[src/rtl/lat_pkg.sv]
package lat_pkg;
  typedef enum logic [1:0] {
    LAT_OFF    = 2'b00,
    LAT_FAST   = 2'b01,
    LAT_RESYNC = 2'b10,
    LAT_RSVD   = 2'b11
  } lat_mode_e;
endpackage

[src/rtl/lat_arm.sv]
// Write qualification: decides whether a frequency-word write starts a run
// or cancels one.
module lat_arm #(
  parameter int DIV_W = 12,
  parameter int MOD_W = 12
) (
  input  logic [1:0]       mode_i,
  input  logic [DIV_W-1:0] div_i,
  input  logic [MOD_W-1:0] mod_i,
  input  logic             wr_i,
  output logic             load_o,
  output logic             cancel_o
);
  import lat_pkg::*;

  logic mode_ok;
  logic operands_ok;

  always_comb begin
    mode_ok     = (mode_i == LAT_FAST) || (mode_i == LAT_RESYNC);
    operands_ok = (div_i != '0) && (mod_i != '0);
    load_o      = wr_i && mode_ok && operands_ok;
    cancel_o    = wr_i && !(mode_ok && operands_ok);
  end
endmodule

[src/rtl/lat_count.sv]
// Two nested down-counters: the inner one counts modulus ticks and the
// outer one counts divider steps, so the product is never formed.
module lat_count #(
  parameter int DIV_W = 12,
  parameter int MOD_W = 12
) (
  input  logic             clk,
  input  logic             rst_n,
  input  logic             load_i,
  input  logic             cancel_i,
  input  logic             tick_i,
  input  logic [1:0]       mode_i,
  input  logic [DIV_W-1:0] div_i,
  input  logic [MOD_W-1:0] mod_i,
  output logic             run_o,
  output logic [1:0]       mode_o,
  output logic             done_o
);
  localparam logic [DIV_W-1:0] OUTER_ONE = DIV_W'(1);
  localparam logic [MOD_W-1:0] INNER_ONE = MOD_W'(1);

  logic             run_q,   run_d;
  logic [DIV_W-1:0] outer_q, outer_d;
  logic [MOD_W-1:0] inner_q, inner_d;
  logic [MOD_W-1:0] modr_q,  modr_d;
  logic [1:0]       mode_q,  mode_d;
  logic             step;
  logic             last;
  logic             en;

  always_comb begin
    step    = run_q && tick_i && !load_i && !cancel_i;
    last    = (inner_q == INNER_ONE) && (outer_q == OUTER_ONE);
    en      = load_i || cancel_i || step;
    run_d   = run_q;
    outer_d = outer_q;
    inner_d = inner_q;
    modr_d  = modr_q;
    mode_d  = mode_q;
    if (load_i) begin
      run_d   = 1'b1;
      outer_d = div_i;
      inner_d = mod_i;
      modr_d  = mod_i;
      mode_d  = mode_i;
    end else if (cancel_i) begin
      run_d = 1'b0;
    end else if (step) begin
      if (last) begin
        run_d = 1'b0;
      end else if (inner_q == INNER_ONE) begin
        outer_d = outer_q - OUTER_ONE;
        inner_d = modr_q;
      end else begin
        inner_d = inner_q - INNER_ONE;
      end
    end
  end

  always_ff @(posedge clk or negedge rst_n) begin
    if (!rst_n) begin
      run_q   <= 1'b0;
      outer_q <= '0;
      inner_q <= '0;
      modr_q  <= '0;
      mode_q  <= '0;
    end else if (en) begin
      run_q   <= run_d;
      outer_q <= outer_d;
      inner_q <= inner_d;
      modr_q  <= modr_d;
      mode_q  <= mode_d;
    end
  end

  assign run_o  = run_q;
  assign mode_o = mode_q;
  assign done_o = step && last;

  p_live_counts_r2: assert property (@(posedge clk) disable iff (!rst_n)
    run_q |-> (outer_q != '0) && (inner_q != '0));

  p_hold_no_tick_r7: assert property (@(posedge clk) disable iff (!rst_n)
    (run_q && !tick_i && !load_i && !cancel_i) |=>
      (run_q && $stable(outer_q) && $stable(inner_q)));

  p_cancel_stops_r6: assert property (@(posedge clk) disable iff (!rst_n)
    cancel_i |=> !run_q);

  p_load_start_r5: assert property (@(posedge clk) disable iff (!rst_n)
    load_i |=> run_q && (outer_q == $past(div_i)) && (inner_q == $past(mod_i)));

  p_mode_held_r10: assert property (@(posedge clk) disable iff (!rst_n)
    (run_q && !load_i) |=> $stable(mode_q));
endmodule

[src/rtl/lat_drive.sv]
// Output stage: the fast-lock level is decoded from state, the resync
// strobe is registered.
module lat_drive (
  input  logic       clk,
  input  logic       rst_n,
  input  logic       run_i,
  input  logic [1:0] mode_i,
  input  logic       done_i,
  output logic       fast_o,
  output logic       pulse_o
);
  import lat_pkg::*;

  logic pulse_q, pulse_d;

  always_comb begin
    pulse_d = done_i && (mode_i == LAT_RESYNC);
    fast_o  = run_i && (mode_i == LAT_FAST);
  end

  always_ff @(posedge clk or negedge rst_n) begin
    if (!rst_n) pulse_q <= 1'b0;
    else        pulse_q <= pulse_d;
  end

  assign pulse_o = pulse_q;

  p_pulse_single_r3: assert property (@(posedge clk) disable iff (!rst_n)
    pulse_q |=> !pulse_q);

  p_outputs_exclusive_r4: assert property (@(posedge clk) disable iff (!rst_n)
    !(fast_o && pulse_q));

  p_pulse_ends_run_r3: assert property (@(posedge clk) disable iff (!rst_n)
    pulse_q |-> !run_i || (mode_i != LAT_FAST));
endmodule

[src/rtl/lat_timer.sv]
module lat_timer #(
  parameter int DIV_W = 12,
  parameter int MOD_W = 12
) (
  input  logic             clk,
  input  logic             rst_ni,
  input  logic [1:0]       mode_i,
  input  logic [DIV_W-1:0] div_i,
  input  logic [MOD_W-1:0] mod_i,
  input  logic             tick_i,
  input  logic             freq_wr_i,
  output logic             fast_lock_o,
  output logic             resync_o
);
  localparam int SYNC_STAGES = 2;

  logic [SYNC_STAGES-1:0] rst_sync_q;
  logic                   rst_n;
  logic                   load;
  logic                   cancel;
  logic                   run;
  logic [1:0]             mode_q;
  logic                   done;

  always_ff @(posedge clk or negedge rst_ni) begin
    if (!rst_ni) rst_sync_q <= '0;
    else         rst_sync_q <= {rst_sync_q[SYNC_STAGES-2:0], 1'b1};
  end
  assign rst_n = rst_sync_q[SYNC_STAGES-1];

  lat_arm #(.DIV_W(DIV_W), .MOD_W(MOD_W)) u_arm (
    .mode_i   (mode_i),
    .div_i    (div_i),
    .mod_i    (mod_i),
    .wr_i     (freq_wr_i),
    .load_o   (load),
    .cancel_o (cancel)
  );

  lat_count #(.DIV_W(DIV_W), .MOD_W(MOD_W)) u_count (
    .clk      (clk),
    .rst_n    (rst_n),
    .load_i   (load),
    .cancel_i (cancel),
    .tick_i   (tick_i),
    .mode_i   (mode_i),
    .div_i    (div_i),
    .mod_i    (mod_i),
    .run_o    (run),
    .mode_o   (mode_q),
    .done_o   (done)
  );

  lat_drive u_drive (
    .clk     (clk),
    .rst_n   (rst_n),
    .run_i   (run),
    .mode_i  (mode_q),
    .done_i  (done),
    .fast_o  (fast_lock_o),
    .pulse_o (resync_o)
  );

  p_write_wins_r9: assert property (@(posedge clk) disable iff (!rst_n)
    (freq_wr_i && tick_i && run) |=> !resync_o);
endmodule

[config.mk]
export PLATFORM = sky130hd
export DESIGN_NAME = lat_timer
export DESIGN_NICKNAME = d
export VERILOG_FILES = /design/src/rtl/lat_pkg.sv /design/src/rtl/lat_arm.sv /design/src/rtl/lat_count.sv /design/src/rtl/lat_drive.sv /design/src/rtl/lat_timer.sv
export SDC_FILE = /design/constraint.sdc
export NUM_CORES = 1
export LEC_CHECK = 0
export BUFFER_PORTS_ARGS = -buffer_cell sky130_fd_sc_hd__buf_2
export CORE_ASPECT_RATIO = 0.9
export CORE_MARGIN = 5
export CORE_UTILIZATION = 45
export DETAILED_ROUTE_END_ITERATION = 8
export PLACE_DENSITY_LB_ADDON = 0.3
export SLEW_MARGIN = 20
export SYNTH_ARGS = -nofsm -noshare
export SYNTH_HDL_FRONTEND = slang
export SYNTH_SLANG_ARGS = --single-unit
export TNS_END_PERCENT = 100
[constraint.sdc]
create_clock -name clk -period 1.4 [get_ports clk]
set_input_delay 0.35 -clock clk [delete_from_list [all_inputs] [get_ports clk]]
set_output_delay 0.35 -clock clk [all_outputs]
set_load 0.005 [all_outputs]
# After elaboration in Yosys (flattened, before gate mapping)
# Index checks and enable logic that the tools add are counted.
# word_totals
out_inout_bits	2
word_cells	59
input_bits	30
regBits	42
# op_classes
reduce_logical	28
addsub	2
n_eq_ne	8
mux	14
# op_table
cell	n
$mux W12	10
$eq A12 B1 Y1 const B	2
$reduce_bool A12 Y1	2
$sub A12 B1 Y12 const B	2
$logic_and A1 B1 Y1	12
$reduce_bool A3 Y1	2
$reduce_and A5 Y1	1
$eq A2 B1 Y1 const B	2
$eq A2 B2 Y1 const B	2
$mux W1	4
$ne A2 B1 Y1 const B	2
$reduce_and A4 Y1	1
$reduce_bool A2 Y1	2
$logic_not A1 Y1	3
$logic_or A1 B1 Y1	3
$reduce_and A3 Y1	1
$reduce_and A2 Y1	1

# Depth between registers and ports, before layout
# logic_depth
depth_word	10
depth_mapped	9
depth_no_buf	7

# Hierarchy
# A second synthesis with hierarchy kept.
# unflattened
cells_unflattened	278
hier_area_um2	2491.1
# by_module_without_submodules
mod	cells_each	instances	area_per_inst_um2	seq_area_each_um2
lat_count	260	1	2301.0	975.9
lat_arm	12	1	93.8	0.0
lat_timer	3	1	53.8	50.0
lat_drive	3	1	42.5	25.0

# Least setup slack after synthesis
# Ideal clock, no wire load.
# synth_timing
path_kind	reg-to-reg
from	register u_count.inner_q[1]
to	register u_count.outer_q[1]
slack_ns	-0.579
path_buffers	2
arrival_time_ns	1.847
path_stages_with_launch	10
setup_time_ns	0.132
t_required_ns	1.268
synth_period_minus_slack_ns	1.979
path_cell_list	dfrtp_1 > inv_1 > ha_1 > nor2b_1 > clkbuf_1 > nand4_2 > o21a_1 > buf_2 > a21oi_1 > o22ai_1
# synth_via
elab_chain_cells	4
elab_cells_between_ends	5
classes_between	eq/ne: 2; reduce/logical: 3
# synth_lines
item	line_no	rtl
from (decl)	lat_count.sv:24	logic [MOD_W-1:0] inner_q, inner_d;
from (signal assigned)	lat_count.sv:70	inner_q <= inner_d;
$eq A12 B1 Y1 (*)	lat_count.sv:33, lat_count.sv:51	
$logic_and A1 B1 Y1	lat_count.sv:33	last = (inner_q == INNER_ONE) && (outer_q == OUTER_ONE);
$ne A2 B1 Y1 (no source line)	-	
$reduce_and A5 Y1 (no source line) (*)	-	
to (signal assigned)	lat_count.sv:69	outer_q <= outer_d;
to (decl)	lat_count.sv:23	logic [DIV_W-1:0] outer_q, outer_d;
# Every way passes the cells marked *; elsewhere a longest branch is shown, timed or not.
# A chain may end at the register's enable or synchronous reset.

# Worst setup path after layout
# layout_timing
from	register u_count.inner_q[1]
to	register u_count.outer_q[9]
# Same word-level chain as after synthesis.

==> impl_metrics.tcl <==
set metrics [dict create \
    status "finished, violations left" \
    violations "setup timing" \
    num_antenna_cells 0 \
    powerDensity_mw_per_mm2 1120 \
    tns_ns -12.58 \
    num-nets-final 430 \
    ios 32 \
    clk_pin_slew_worst_paths_ns 0.09 \
    yosysWarnings 0 \
    drc_errors 0 \
    core_area_mm2 0.00522 \
    seqCellArea_mm2 0.00105 \
    fp.dieArea_mm2 0.00689 \
    yosys.area_share.simple 0.236 \
    cp.arrival_ns 2.15 \
    die_h_um 79.2 \
    p_seq_frac 0.360 \
    fin_crit_sh 1.37 \
    cts_buffer_depth 2 \
    first_pass_iters 5 \
    synth_edf_count 0 \
    post_synth_num_cell_types 52 \
    yosysSeqAreaShare 0.439 \
    combPwrFrac 0.375 \
    drv_cap 0 \
    cts.sink_count 42 \
    worstPathMaxFanout 4 \
    preCtsSetupSlack_ns -0.503 \
    synth_top_family_by_area "simple AND/OR/NAND/NOR gates" \
    synth_fa_ha_area_frac 0.0209 \
    place_area_mm2 0.00333 \
    synth_mux_area_frac 0.0423 \
    ir_drop_mv 0.907 \
    endpoint_kind "flop" \
    clock_skew_ns 0.0124 \
    hp-class "reg2async" \
    drive_above_1_share 0.526 \
    multi_input_area_mm2 0.00161 \
    worstSetupPathType "reg2reg" \
    area_delta_synth_final_pct 70.8 \
    synth_area_mm2 0.00240 \
    synth-compound-area-share 0.186 \
    grtUsageTotal 0.259 \
    synth_fp_nets 296 \
    root_buffer "clkbuf_8" \
    htreeDepth 2 \
    syn_inst 262 \
    p_clk_frac 0.265 \
    critical_path.startpoint_type "flop" \
    worstSkewPairLatency_ns 0.31 \
    p_switching_mw 1.46 \
    antenna_found_initial 0 \
    setup_slack_ns -0.518 \
    hpwlAfterDp_um 5050 \
    first_global_vias 2791 \
    routedWlPerCell_um 20.6 \
    via_count 2849 \
    layout_common_cells "86 x buf_4, 42 x dfrtp_1, 28 x nor2_1" \
    finalPower_mw 4.57 \
    totalWireLength_um 9570 \
    synthXorXnorAreaFrac 0.0366 \
    overflow 0 \
    worstPathRequired_ns 1.63 \
    fmax_ghz 0.521 \
    avgSynthCellArea_um2 9.15 \
    sw_frac_of_total 0.321 \
    tritoncts "built" \
    drt_iter0_drc 273 \
    synthFlopType "dfrtp_1" \
    layout_commonest_cell "buf_4" \
    setup_viol 35 \
    cts_buffers 5 \
    start_util 0.459 \
    io_buffers 31 \
    slew_violations 0 \
    gp_congestion 0.882 \
    synthArstFlopShare 1.00 \
    dieWidth_um 86.9 \
    grt_pass1_wl_um 13600 \
    synth-seq-cells 42 \
    grt_max_degree 25 \
    fill_cells 294 \
    hold_viol 0 \
    viasPerCell 6.14 \
    rsz0062_at_grt "true" \
    internal-power_mw 3.10 \
    power_leakage_nw 1.84 \
    layout_min_cycle_time_ns 1.92 \
    utilization 0.783 \
    drtAntennaViolNets 0 \
    postLayoutCellArea_mm2 0.00409 \
    rows 25 \
]
-- layout make-up --
cell class	count	share of cell area
multi-input cells	198	0.394
repair buffers	139	0.284
flip-flops and latches	42	0.257
clock inverters	2	0.0147
well taps	67	0.0205
clock buffers	6	0.0202
inverters	10	0.00917
-- cell families (layout without fill, tap and decap cells) --
group | Yosys count | in the layout
buffers and inverters | 22 | 157
flip-flops | 42 | 42
adder cells (fa/ha/maj) | 4 | 4
AO/OA/AOI/OAI | 68 | 68
other | 1 | 1
XOR/XNOR | 10 | 10
multiplexers | 9 | 9
AND/OR/NAND/NOR | 106 | 106
-- per-stage QoR --
stage               instances  hold slack [ns]
floorplan                 262           0.0544
global placement          428            0.135
detailed placement        428            0.138
CTS                       459            0.229
global route              464            0.263
finish                    464            0.222
-- path summary, 6_finish.rpt --
path / start / slack [ns] / endpoint / cells after the start
min in group clk: div_i[1] / 0.34 / u_count.outer_q[1] / 3
max in group asynchronous: rst_sync_q[1] / 0.89 / u_count.inner_q[10] / 1
max: u_count.inner_q[1] / -0.52 / u_count.outer_q[9] / 7
max reg2reg: u_count.inner_q[1] / -0.52 / u_count.outer_q[9] / 7
min: rst_sync_q[1] / 0.22 / u_count.outer_q[1] / 1
min reg2reg: rst_sync_q[1] / 0.22 / u_count.outer_q[1] / 1
-- power groups by stage --
stage	registers, mW	logic, mW	clock network, mW
floorplan	1.66	0.641	0
global placement	1.62	1.25	0
detailed placement	1.62	1.29	0
CTS	1.61	1.53	1.21
global route	1.66	1.82	1.27
finish	1.65	1.71	1.21
-- per-layer routing --
metal | routed length [µm] | GRT usage
met4 | 379 | 0.111
met2 | 4610 | 0.423
met3 | 726 | 0.0529
met1 | 3860 | 0.332
met5 | 0 | 0
-- flip-flops by register name, indices dropped and copies added (netlist names) --
signal / cells
u_count.inner_q: 12
u_count.run_o: 1
u_count.outer_q: 12
u_drive.pulse_o: 1
u_count.mode_o: 2
rst_sync_q: 2
u_count.modr_q: 12
-- critical path: stages, from the launching register on --
cell and delay [ns]:
dfrtp_1 0.40, inv_2 0.10, ha_4 0.15, nor2b_4 0.24, and4_4 0.32, nand3_2 0.12, or3_1 0.34, a31oi_1 0.17
-- synthesized netlist by cell type (2+ instances only) --
| cell | count | share of area |
|---|---|---|
| nor3b_1 | 2 | 0.0063 |
| a211oi_1 | 3 | 0.0094 |
| or3_1 | 7 | 0.018 |
| o22ai_1 | 3 | 0.0078 |
| dfrtp_1 | 42 | 0.44 |
| o22a_1 | 2 | 0.0073 |
| o41ai_1 | 3 | 0.011 |
| o21ai_0 | 13 | 0.027 |
| nand4_1 | 6 | 0.016 |
| nor2_1 | 31 | 0.049 |
| nand2_1 | 23 | 0.036 |
| a21oi_1 | 11 | 0.023 |
| mux2_2 | 9 | 0.042 |
| nand3b_1 | 2 | 0.0063 |
| nand3_1 | 8 | 0.017 |
| xor2_1 | 7 | 0.026 |
| a31oi_1 | 14 | 0.037 |
| ha_1 | 4 | 0.021 |
| nor4_1 | 8 | 0.021 |
| o211ai_1 | 6 | 0.019 |
| nor3_1 | 3 | 0.0063 |
| clkbuf_1 | 8 | 0.013 |
| nor3_4 | 2 | 0.014 |
| buf_2 | 2 | 0.0042 |
| and2_1 | 3 | 0.0078 |
| xnor2_1 | 3 | 0.011 |
| a2bb2oi_1 | 2 | 0.0073 |
| inv_1 | 10 | 0.016 |
| a21o_1 | 2 | 0.0063 |
-- what timing repair did --
item                                   4_1_cts  5_1_grt
pin swaps                                   39       28
hold buffers                                 1        0
endpoints found under the hold margin        2        0
gates cloned                                 3        0
setup buffers                               21        6
gates resized for setup                     58       32
setup endpoints to repair                   36       40
Note: power is estimated with default switching activity, not from simulation.
